File: config.mk
export PLATFORM = sky130hd
export DESIGN_NAME = spi_ee_front
export DESIGN_NICKNAME = d
export VERILOG_FILES = /design/src/rtl/spi_ee_pkg.sv /design/src/rtl/spi_ee_sync.sv /design/src/rtl/spi_ee_wtimer.sv /design/src/rtl/spi_ee_txsh.sv /design/src/rtl/spi_ee_front.sv
export SDC_FILE = /design/constraint.sdc
export NUM_CORES = 1
export LEC_CHECK = 0
export BUFFER_PORTS_ARGS = -buffer_cell sky130_fd_sc_hd__clkbuf_2
export CORE_MARGIN = 1.5
export CORE_UTILIZATION = 52
export DETAILED_ROUTE_END_ITERATION = 10
export PLACE_DENSITY = 0.78
export SLEW_MARGIN = 20
export SYNTH_ARGS = -nofsm -noshare
export SYNTH_HDL_FRONTEND = slang
export SYNTH_SLANG_ARGS = --single-unit
File: constraint.sdc
create_clock -name clk_i -period 3.2 [get_ports clk_i]
set_input_delay 0.64 -clock clk_i [delete_from_list [all_inputs] [get_ports clk_i]]
set_output_delay 0.64 -clock clk_i [all_outputs]
set_load 0.02 [all_outputs]
File: src/rtl/spi_ee_pkg.sv
package spi_ee_pkg;
  localparam int BYTE_W = 8;

  typedef enum logic [7:0] {
    OP_WRSR  = 8'h01,
    OP_WRITE = 8'h02,
    OP_READ  = 8'h03,
    OP_WRDI  = 8'h04,
    OP_RDSR  = 8'h05,
    OP_WREN  = 8'h06
  } opcode_e;

  typedef enum logic [1:0] {PH_OP, PH_ADDR, PH_DATA, PH_DEAD} phase_e;
  typedef enum logic [1:0] {C_RD, C_WR, C_RDSR, C_WRSR} cmd_e;
endpackage

File: src/rtl/spi_ee_sync.sv
module spi_ee_sync #(
  parameter int             W       = 1,
  parameter int             STAGES  = 2,
  parameter logic [W-1:0]   RST_VAL = '0
) (
  input  logic         clk_i,
  input  logic         rst_ni,
  input  logic [W-1:0] d_i,
  output logic [W-1:0] q_o
);
  logic [W-1:0] st_q [STAGES];

  for (genvar s = 0; s < STAGES; s++) begin : g_stage
    always_ff @(posedge clk_i or negedge rst_ni) begin
      if (!rst_ni) st_q[s] <= RST_VAL;
      else if (s == 0) st_q[s] <= d_i;
      else st_q[s] <= st_q[(s > 0) ? s - 1 : 0];
    end
  end

  assign q_o = st_q[STAGES-1];
endmodule

File: src/rtl/spi_ee_wtimer.sv
module spi_ee_wtimer #(
  parameter int CYCLES = 5000
) (
  input  logic clk_i,
  input  logic rst_ni,
  input  logic start_i,
  output logic busy_o
);
  localparam int CW = $clog2(CYCLES + 1);
  logic [CW-1:0] cnt_q;

  always_ff @(posedge clk_i or negedge rst_ni) begin
    if (!rst_ni) cnt_q <= '0;
    else if (start_i) cnt_q <= CW'(CYCLES);
    else if (cnt_q != '0) cnt_q <= cnt_q - 1'b1;
  end

  assign busy_o = (cnt_q != '0);
endmodule

File: src/rtl/spi_ee_txsh.sv
module spi_ee_txsh #(
  parameter int W = 8
) (
  input  logic         clk_i,
  input  logic         rst_ni,
  input  logic         load_i,
  input  logic [W-1:0] data_i,
  input  logic         shift_i,
  output logic         bit_o
);
  logic [W-1:0] tx_q;

  always_ff @(posedge clk_i or negedge rst_ni) begin
    if (!rst_ni) tx_q <= '0;
    else if (load_i) tx_q <= data_i;
    else if (shift_i) tx_q <= {tx_q[W-2:0], 1'b0};
  end

  assign bit_o = tx_q[W-1];
endmodule

File: src/rtl/spi_ee_front.sv
module spi_ee_front
  import spi_ee_pkg::*;
#(
  parameter int AW           = 10,
  parameter int ADDR_FIELD_W = 16,
  parameter int WR_CYCLES    = 5000
) (
  input  logic              clk_i,
  input  logic              rst_ni,
  input  logic              sck_i,
  input  logic              cs_ni,
  input  logic              si_i,
  output logic              so_o,
  output logic              so_oe_o,
  output logic              mem_req_o,
  output logic              mem_we_o,
  output logic [AW-1:0]     mem_addr_o,
  output logic [BYTE_W-1:0] mem_wdata_o,
  input  logic [BYTE_W-1:0] mem_rdata_i,
  output logic              stat_wr_o,
  output logic [BYTE_W-1:0] stat_wdata_o,
  input  logic [BYTE_W-1:0] stat_i,
  output logic              busy_o
);
  localparam int ADDR_BYTES = ADDR_FIELD_W / BYTE_W;
  localparam int ABW        = (ADDR_BYTES > 1) ? $clog2(ADDR_BYTES) : 1;
  localparam int BCW        = $clog2(BYTE_W);

  // synchronized serial inputs
  logic cs_s, sck_s, si_s;
  logic cs_d_q, sck_d_q;

  spi_ee_sync #(.W(3), .STAGES(2), .RST_VAL(3'b100)) u_sync (
    .clk_i  (clk_i),
    .rst_ni (rst_ni),
    .d_i    ({cs_ni, sck_i, si_i}),
    .q_o    ({cs_s, sck_s, si_s})
  );

  always_ff @(posedge clk_i or negedge rst_ni) begin
    if (!rst_ni) begin
      cs_d_q  <= 1'b1;
      sck_d_q <= 1'b0;
    end else begin
      cs_d_q  <= cs_s;
      sck_d_q <= sck_s;
    end
  end

  logic cs_act, cs_fall, cs_rise, sck_rise, sck_fall;
  assign cs_act   = ~cs_s;
  assign cs_fall  = ~cs_s & cs_d_q;
  assign cs_rise  = cs_s & ~cs_d_q;
  assign sck_rise = cs_act & sck_s & ~sck_d_q;
  assign sck_fall = cs_act & ~sck_s & sck_d_q;

  // command state
  phase_e            phase_q;
  cmd_e              cmd_q;
  logic [BCW-1:0]    bit_q;
  logic [ABW-1:0]    abyte_q;
  logic [BYTE_W-1:0] rx_q, wdata_q;
  logic [AW-1:0]     addr_q;
  logic              wel_q, pend_q, tx_act_q, fetch_q, rd_vld_q;

  logic [BYTE_W-1:0] rx_next, stat_now;
  logic              byte_done, commit, timer_busy;

  assign rx_next   = {rx_q[BYTE_W-2:0], si_s};
  assign byte_done = sck_rise && (bit_q == BCW'(BYTE_W - 1));
  assign stat_now  = timer_busy ? '1 : {stat_i[BYTE_W-1:2], wel_q, 1'b0};
  assign commit    = cs_rise && pend_q && (bit_q == '0) && (phase_q == PH_DATA) && !timer_busy;

  always_ff @(posedge clk_i or negedge rst_ni) begin
    if (!rst_ni) begin
      phase_q  <= PH_DEAD;
      cmd_q    <= C_RD;
      bit_q    <= '0;
      abyte_q  <= '0;
      rx_q     <= '0;
      wdata_q  <= '0;
      addr_q   <= '0;
      wel_q    <= 1'b0;
      pend_q   <= 1'b0;
      tx_act_q <= 1'b0;
      fetch_q  <= 1'b0;
      rd_vld_q <= 1'b0;
    end else if (cs_fall) begin
      phase_q  <= PH_OP;
      bit_q    <= '0;
      abyte_q  <= '0;
      pend_q   <= 1'b0;
      tx_act_q <= 1'b0;
      fetch_q  <= 1'b0;
      rd_vld_q <= 1'b0;
    end else if (cs_rise) begin
      phase_q  <= PH_DEAD;
      pend_q   <= 1'b0;
      tx_act_q <= 1'b0;
      fetch_q  <= 1'b0;
      rd_vld_q <= 1'b0;
      if (commit) wel_q <= 1'b0;
    end else begin
      fetch_q  <= 1'b0;
      rd_vld_q <= fetch_q;
      if (rd_vld_q) tx_act_q <= 1'b1;
      if (sck_rise) begin
        bit_q <= bit_q + 1'b1;
        rx_q  <= rx_next;
        if (phase_q == PH_ADDR) addr_q <= {addr_q[AW-2:0], si_s};
      end
      if (byte_done) begin
        unique case (phase_q)
          PH_OP: begin
            phase_q <= PH_DEAD;
            if (timer_busy) begin
              if (rx_next == OP_RDSR) begin
                phase_q  <= PH_DATA;
                cmd_q    <= C_RDSR;
                tx_act_q <= 1'b1;
              end
            end else begin
              case (rx_next)
                OP_WREN: wel_q <= 1'b1;
                OP_WRDI: wel_q <= 1'b0;
                OP_RDSR: begin
                  phase_q  <= PH_DATA;
                  cmd_q    <= C_RDSR;
                  tx_act_q <= 1'b1;
                end
                OP_WRSR: if (wel_q) begin
                  phase_q <= PH_DATA;
                  cmd_q   <= C_WRSR;
                end
                OP_READ: begin
                  phase_q <= PH_ADDR;
                  cmd_q   <= C_RD;
                end
                OP_WRITE: if (wel_q) begin
                  phase_q <= PH_ADDR;
                  cmd_q   <= C_WR;
                end
                default: ;
              endcase
            end
          end
          PH_ADDR: begin
            abyte_q <= abyte_q + 1'b1;
            if (abyte_q == ABW'(ADDR_BYTES - 1)) begin
              phase_q <= PH_DATA;
              if (cmd_q == C_RD) fetch_q <= 1'b1;
            end
          end
          PH_DATA: begin
            if (cmd_q == C_RD) begin
              addr_q  <= addr_q + 1'b1;  // wraps at the top of the array
              fetch_q <= 1'b1;
            end else if ((cmd_q == C_WR || cmd_q == C_WRSR) && !pend_q) begin
              wdata_q <= rx_next;
              pend_q  <= 1'b1;
            end
          end
          default: ;
        endcase
      end
    end
  end

  // output shift path
  logic stat_load, tx_load, tx_shift;
  logic [BYTE_W-1:0] tx_data;

  assign stat_load = byte_done &&
                     ((phase_q == PH_OP && rx_next == OP_RDSR) ||
                      (phase_q == PH_DATA && cmd_q == C_RDSR));
  assign tx_load   = !cs_fall && !cs_rise && (rd_vld_q || stat_load);
  assign tx_data   = rd_vld_q ? mem_rdata_i : stat_now;
  assign tx_shift  = sck_fall && tx_act_q && (bit_q != '0);

  spi_ee_txsh #(.W(BYTE_W)) u_txsh (
    .clk_i   (clk_i),
    .rst_ni  (rst_ni),
    .load_i  (tx_load),
    .data_i  (tx_data),
    .shift_i (tx_shift),
    .bit_o   (so_o)
  );

  spi_ee_wtimer #(.CYCLES(WR_CYCLES)) u_wtimer (
    .clk_i   (clk_i),
    .rst_ni  (rst_ni),
    .start_i (commit),
    .busy_o  (timer_busy)
  );

  assign so_oe_o      = cs_act & tx_act_q;
  assign mem_we_o     = commit && (cmd_q == C_WR);
  assign mem_req_o    = fetch_q | mem_we_o;
  assign mem_addr_o   = addr_q;
  assign mem_wdata_o  = wdata_q;
  assign stat_wr_o    = commit && (cmd_q == C_WRSR);
  assign stat_wdata_o = wdata_q;
  assign busy_o       = timer_busy;
endmodule

# After elaboration in Yosys (flattened, before gate mapping)
# Cells that the tools add are included.
[totals] register_bits=67 latch_bits=0 ramBits=0 romBits=0 input_bits=21 elab_cells=165 mem_count=0
[classes] add_sub_neg=4 n_mul=0 div=0 order_cmp=0 n_eq_ne=20 shifts=0 mux=59 n_bitwise=15 n_reduce_logical=49
[op_table] cell="$mux W10" count=5
[op_table] cell="$mux W8" count=4
[op_table] cell="$mux W1" count=30
[op_table] cell="$mux W13" count=2
[op_table] cell="$eq A8 B3 Y1 const B" count=3
[op_table] cell="$mux W2" count=10
[op_table] cell="$eq A8 B2 Y1 const B" count=2
[op_table] cell="$pmux W2 S4" count=2
[op_table] cell="$logic_and A1 B1 Y1" count=15
[op_table] cell="$reduce_bool A3 Y1" count=5
[op_table] cell="$reduce_bool A2 Y1" count=7
[op_table] cell="$reduce_bool A13 Y1" count=1
[op_table] cell="$sub A13 B1 Y13 const B" count=1
[op_table] cell="$reduce_and A6 Y1" count=2
[op_table] cell="$add A10 B1 Y10 const B" count=1
[op_table] cell="$mux W3" count=3
[op_table] cell="$ne A3 B3 Y1 const B" count=3
[op_table] cell="$reduce_and A3 Y1" count=3
[op_table] cell="$eq A8 B1 Y1 const B" count=1
[op_table] cell="$reduce_and A8 Y1" count=1
[op_table] cell="$reduce_bool A4 Y1" count=2
[op_table] cell="$and A1 B1 Y1" count=7
[op_table] cell="$not A1 Y1" count=7
[op_table] cell="$eq A2 B2 Y1 const B" count=3
[op_table] cell="16 further kinds" count=27

# Depth between registers and ports, before layout
[depth] ltp_word=9 depth_mapped=9 mapped_depth_nobuf=8

# Hierarchy
# A second synthesis with hierarchy kept.
[hier_totals] hier_cells=377 area_unflattened_um2=3764.9
[modules_own_cells] module="spi_ee_front" instances=1 cells_per_inst=260 area_each_um2=2513.7
[modules_own_cells] module="spi_ee_wtimer" instances=1 cells_per_inst=74 area_each_um2=706.9
[modules_own_cells] module="spi_ee_txsh" instances=1 cells_per_inst=34 area_each_um2=369.1
[modules_own_cells] module="spi_ee_sync" instances=1 cells_per_inst=9 area_each_um2=175.2

# Worst setup path after synthesis
# Ideal clock, no wire load.
[synth_path] kind="register -> output" startpoint="register u_wtimer.cnt_q[0]" endpoint="output port mem_req_o" arrival_ns=2.226 setup_slack_ns=0.334 path_stages_with_launch=9 n_path_buf=0 path_cell_list="dfrtp_1 > inv_1 > ha_1 > or4b_4 > nor4b_4 > inv_4 > nor2_1 > nand2_1 > o21bai_1"
[synth_between] elab_chain_len=5
[synth_rtl] element="start, declared" line="spi_ee_wtimer.sv:10" rtl="logic [CW-1:0] cnt_q;"
[synth_rtl] element="start signal, assigned" line="spi_ee_wtimer.sv:14" rtl="else if (start_i) cnt_q <= CW'(CYCLES);"
[synth_rtl] element="start signal, assigned" line="spi_ee_wtimer.sv:15" rtl="else if (cnt_q != '0) cnt_q <= cnt_q - 1'b1;"
[synth_rtl] element="$reduce_bool A13 Y1" line="spi_ee_wtimer.sv:18" rtl="assign busy_o = (cnt_q != '0);"
[synth_rtl] element="$logic_not A1 Y1" line="spi_ee_front.sv:72" rtl="assign commit = cs_rise && pend_q && (bit_q == '0) && (phase_q == PH_DATA) && !timer_busy;"
[synth_rtl] element="$logic_and A1 B1 Y1" line="spi_ee_front.sv:72"
[synth_rtl] element="$logic_and A1 B1 Y1" line="spi_ee_front.sv:197" rtl="assign mem_we_o = commit && (cmd_q == C_WR);"
[synth_rtl] element="$or A1 B1 Y1" line="spi_ee_front.sv:198" rtl="assign mem_req_o = fetch_q | mem_we_o;"
[synth_rtl] element="end, declared" line="spi_ee_front.sv:15" rtl="output logic mem_req_o,"
# No other way between the ends.

# Worst setup path after layout
[layout_path] startpoint="register u_wtimer.cnt_q[1]" endpoint="output port mem_req_o"
# The elaborated chain is that of the path after synthesis.

==> results.sh <==
export IMPL_r2r_start="u_wtimer.cnt_q[1]$_DFFE_PN0P_"
export IMPL_ys_seq_area_frac=0.4728
export IMPL_ys_ff_latch=67
export IMPL_io_buffer_count=50
export IMPL_via_per_inst=5.890
export IMPL_finalWeightedCongestion=0.9050
export IMPL_hold_buffers=0
export IMPL_yosys_area_share_adder=0.03866
export IMPL_yosysTopAreaCell="dfrtp_1"
export IMPL_crit_required_ps=2560
export IMPL_async_flop_share=1.000
export IMPL_slew_violations=0
export IMPL_r2r_end="cmd_q[1]$_DFFE_PN0P_"
export IMPL_antenna_found_initial=0
export IMPL_grt_first_pass_wirelength_um=13010
export IMPL_postSynthAreaPerCell_sq_um=9.999
export IMPL_start_util=0.5481
export IMPL_post_place_ws_ps=294.3
export IMPL_clock_skew_ps=9.267
export IMPL_yosys_warnings=0
export IMPL_htree_levels=3
export IMPL_fin_crit_ps=3028
export IMPL_layout_setup_ws_ps=171.8
export IMPL_routed_wl_um=7520
export IMPL_finish_utilization=0.6332
export IMPL_drive_gt1_frac=0.2646
export IMPL_worstPathMaxFanout=4
export IMPL_track_usage=0.2239
export IMPL_finalSetupViolCount=0
export IMPL_p_per_area_nw_per_um2=503.1
export IMPL_synth_nets=388
export IMPL_fp_dieH_um=85.74
export IMPL_synthSimpleGateAreaFrac=0.1814
export IMPL_crit_arrival_ps=2390
export IMPL_clkSinkCount=67
export IMPL_dieArea_sq_um=7350
export IMPL_grt_start_max_net_pins=68
export IMPL_clock_path_buffers=2
export IMPL_grt_pass1_vias=2786
export IMPL_rsz0062_at_grt="false"
export IMPL_ir_drop_uv=288.0
export IMPL_wl_per_cell_um=15.38
export IMPL_finalCritPeriodShare=0.9463
export IMPL_area_growth_pct=15.54
export IMPL_cts_tree="yes"
export IMPL_cts_buffers=9
export IMPL_dp_hpwl_um=5129
export IMPL_num_vias=2880
export IMPL_synth_compound_area_frac=0.1568
export IMPL_leakage_uw=0.002061
export IMPL_die_w_um=85.74
export IMPL_synth_xor_area_frac=0.01476
export IMPL_critPathCaptureType="primary output"
export IMPL_synth_area_leaders="dfrtp_1, mux2_2, mux2i_1"
export IMPL_rrSetupSlack_ps=520
export IMPL_hold_viol=0
export IMPL_worst_pin_slew_ps=567.6
export IMPL_synth_flop_cell="dfrtp_1"
export IMPL_cts_clk_slew_worst_paths_ps=70
export IMPL_diodes=0
export IMPL_drt_iter0_drc=219
export IMPL_cts_root_buf="clkbuf_8"
export IMPL_relSlewSlack=0.6163
export IMPL_maxCapViolCount=0
export IMPL_syn_instance_count=356
export IMPL_worstHoldPathType="input pin to async pin"
export IMPL_core_sq_um=6495
export IMPL_yosysUniqueCellTypes=56
export IMPL_remaining_drc_errors=0
export IMPL_reg2reg_depth=9
export IMPL_max_freq_mhz=330.2
export IMPL_start_kind="register"
export IMPL_synth_edf_count=0
export IMPL_synth_top_area_frac=0.4359
export IMPL_dr_pass1_iters=5
export IMPL_critPathKind="register to primary output"
export IMPL_overflow=0
export IMPL_synth_top_family_by_area="simple AND/OR/NAND/NOR gates"
export IMPL_run_status="finished clean"
export IMPL_ant_nets=0
export IMPL_core_rowCount=29
export IMPL_synthesis_area_sq_um=3560
export IMPL_clk_latency_ps=340
export IMPL_finalSetupTns_ps=0
export IMPL_layout_nets=439
export IMPL_ios=53
export IMPL_synth_area_mux_share=0.08647
==> power breakdown <==
| group | internal [uW] | switching, uW | total (uW) |
|---|---|---|---|
| Sequential | 934 | 100 | 1030 |
| Clock | 321 | 316 | 637 |
| Combinational | 154 | 243 | 397 |
==> area by class of cell <==
cell class | count | area, sq um
Fill cell | 523 | 2382
Clock inverter | 4 | 25.02
Timing Repair Buffer | 62 | 355.3
Sequential cell | 67 | 1683
Tap cell | 77 | 96.34
Clock buffer | 12 | 155.1
Multi-Input combinational cell | 251 | 1724
Inverter | 16 | 73.82
==> cell usage in the layout, fill, tap and decap left out, types with 10 or more instances in the layout <==
cell type,instances
dfrtp_1,62
nor3_1,10
buf_4,12
o21ai_0,18
nand2_1,28
a21oi_1,24
clkbuf_2,48
inv_1,13
ha_1,10
mux2_2,14
clkbuf_8,11
nor2_1,25
mux2i_1,15
==> metrics by stage <==
stage | total power [uW] | hold slack [ps] | cells | area (sq um)
2_1_floorplan | 1301 | 331.2 | 356 | 3560
3_3_place_gp | 1429 | 331.5 | 467 | 3851
3_5_place_dp | 1442 | 334.7 | 467 | 3851
4_1_cts | 2087 | 325.6 | 485 | 4063
5_1_grt | 2193 | 347.4 | 489 | 4113
6_report | 2069 | 323.7 | 489 | 4113
==> Yosys cell counts (all sizes together), types with 3 or more instances <==
cell type,instances
nand3,8
a21oi,24
buf,10
dfrtp,62
mux2i,15
nor4b,3
o21ai,19
inv,16
a211oi,3
nor2b,7
nand2b,8
o31ai,10
and3,3
nor2,26
o22ai,5
clkbuf,12
a31oi,6
dfstp,5
mux2,14
ha,11
nand4,7
xnor2,4
nor3,10
nor4,4
nor3b,3
nand2,29
or3,3
==> state kept, by name (all words and copies together) (netlist names), 2 cells and up <==
| signal | count |
|---|---|
| u_wtimer.cnt_q | 13 |
| cmd_q | 2 |
| mem_wdata_o | 8 |
| u_sync.q_o | 3 |
| u_txsh.tx_q | 8 |
| bit_q | 3 |
| phase_q | 2 |
| rx_q | 7 |
| mem_addr_o | 10 |
| u_sync.st_q | 3 |
==> worst max-delay path, stage by stage (launching register included) <==
cell and delay (ps):
dfrtp_1 400, inv_2 90, ha_4 150, or4b_4 480
nor4b_4 240, bufinv_8 230, nor2_4 70, nand2_2 70
o21bai_1 160, buf_4 160
==> repair_timing <==
item / in CTS / in global routing
hold endpoints to repair: 0 / 0
buffers inserted: 2 / 4
pin swaps: 0 / 4
setup endpoints to repair: 3 / 3
gates cloned: 0 / 0
resized for setup: 3 / 7
==> cells by family after synthesis <==
family | count (synthesis)
AND/OR/NAND/NOR | 120
flip-flops | 67
XOR/XNOR | 6
multiplexers | 29
AO/OA/AOI/OAI | 85
buffers and inverters | 38
adder cells (fa/ha/maj) | 11
==> routing by layer <==
layer / share of wire / global-route usage
met1: 0.46 / 0.2983
met2: 0.48 / 0.3558
met3: 0.046 / 0.06737
met4: 0.011 / 0.06598
met5: 0 / 0
==> how the worst max path moves through the flow <==
stage,startpoint,endpoint,slack [ps],cells past startpoint
4_1_cts,u_wtimer.cnt_q[1]$_DFFE_PN0P_,mem_req_o,3,9
3_5_place_dp,u_wtimer.cnt_q[0]$_DFFE_PN0P_,mem_req_o,290,9
5_1_grt,u_wtimer.cnt_q[1]$_DFFE_PN0P_,mem_req_o,30,9
6_report,u_wtimer.cnt_q[1]$_DFFE_PN0P_,mem_req_o,170,9
2_1_floorplan,u_wtimer.cnt_q[0]$_DFFE_PN0P_,mem_req_o,330,8
3_3_place_gp,u_wtimer.cnt_q[0]$_DFFE_PN0P_,mem_req_o,390,9
(Power assumes the default switching activity.)
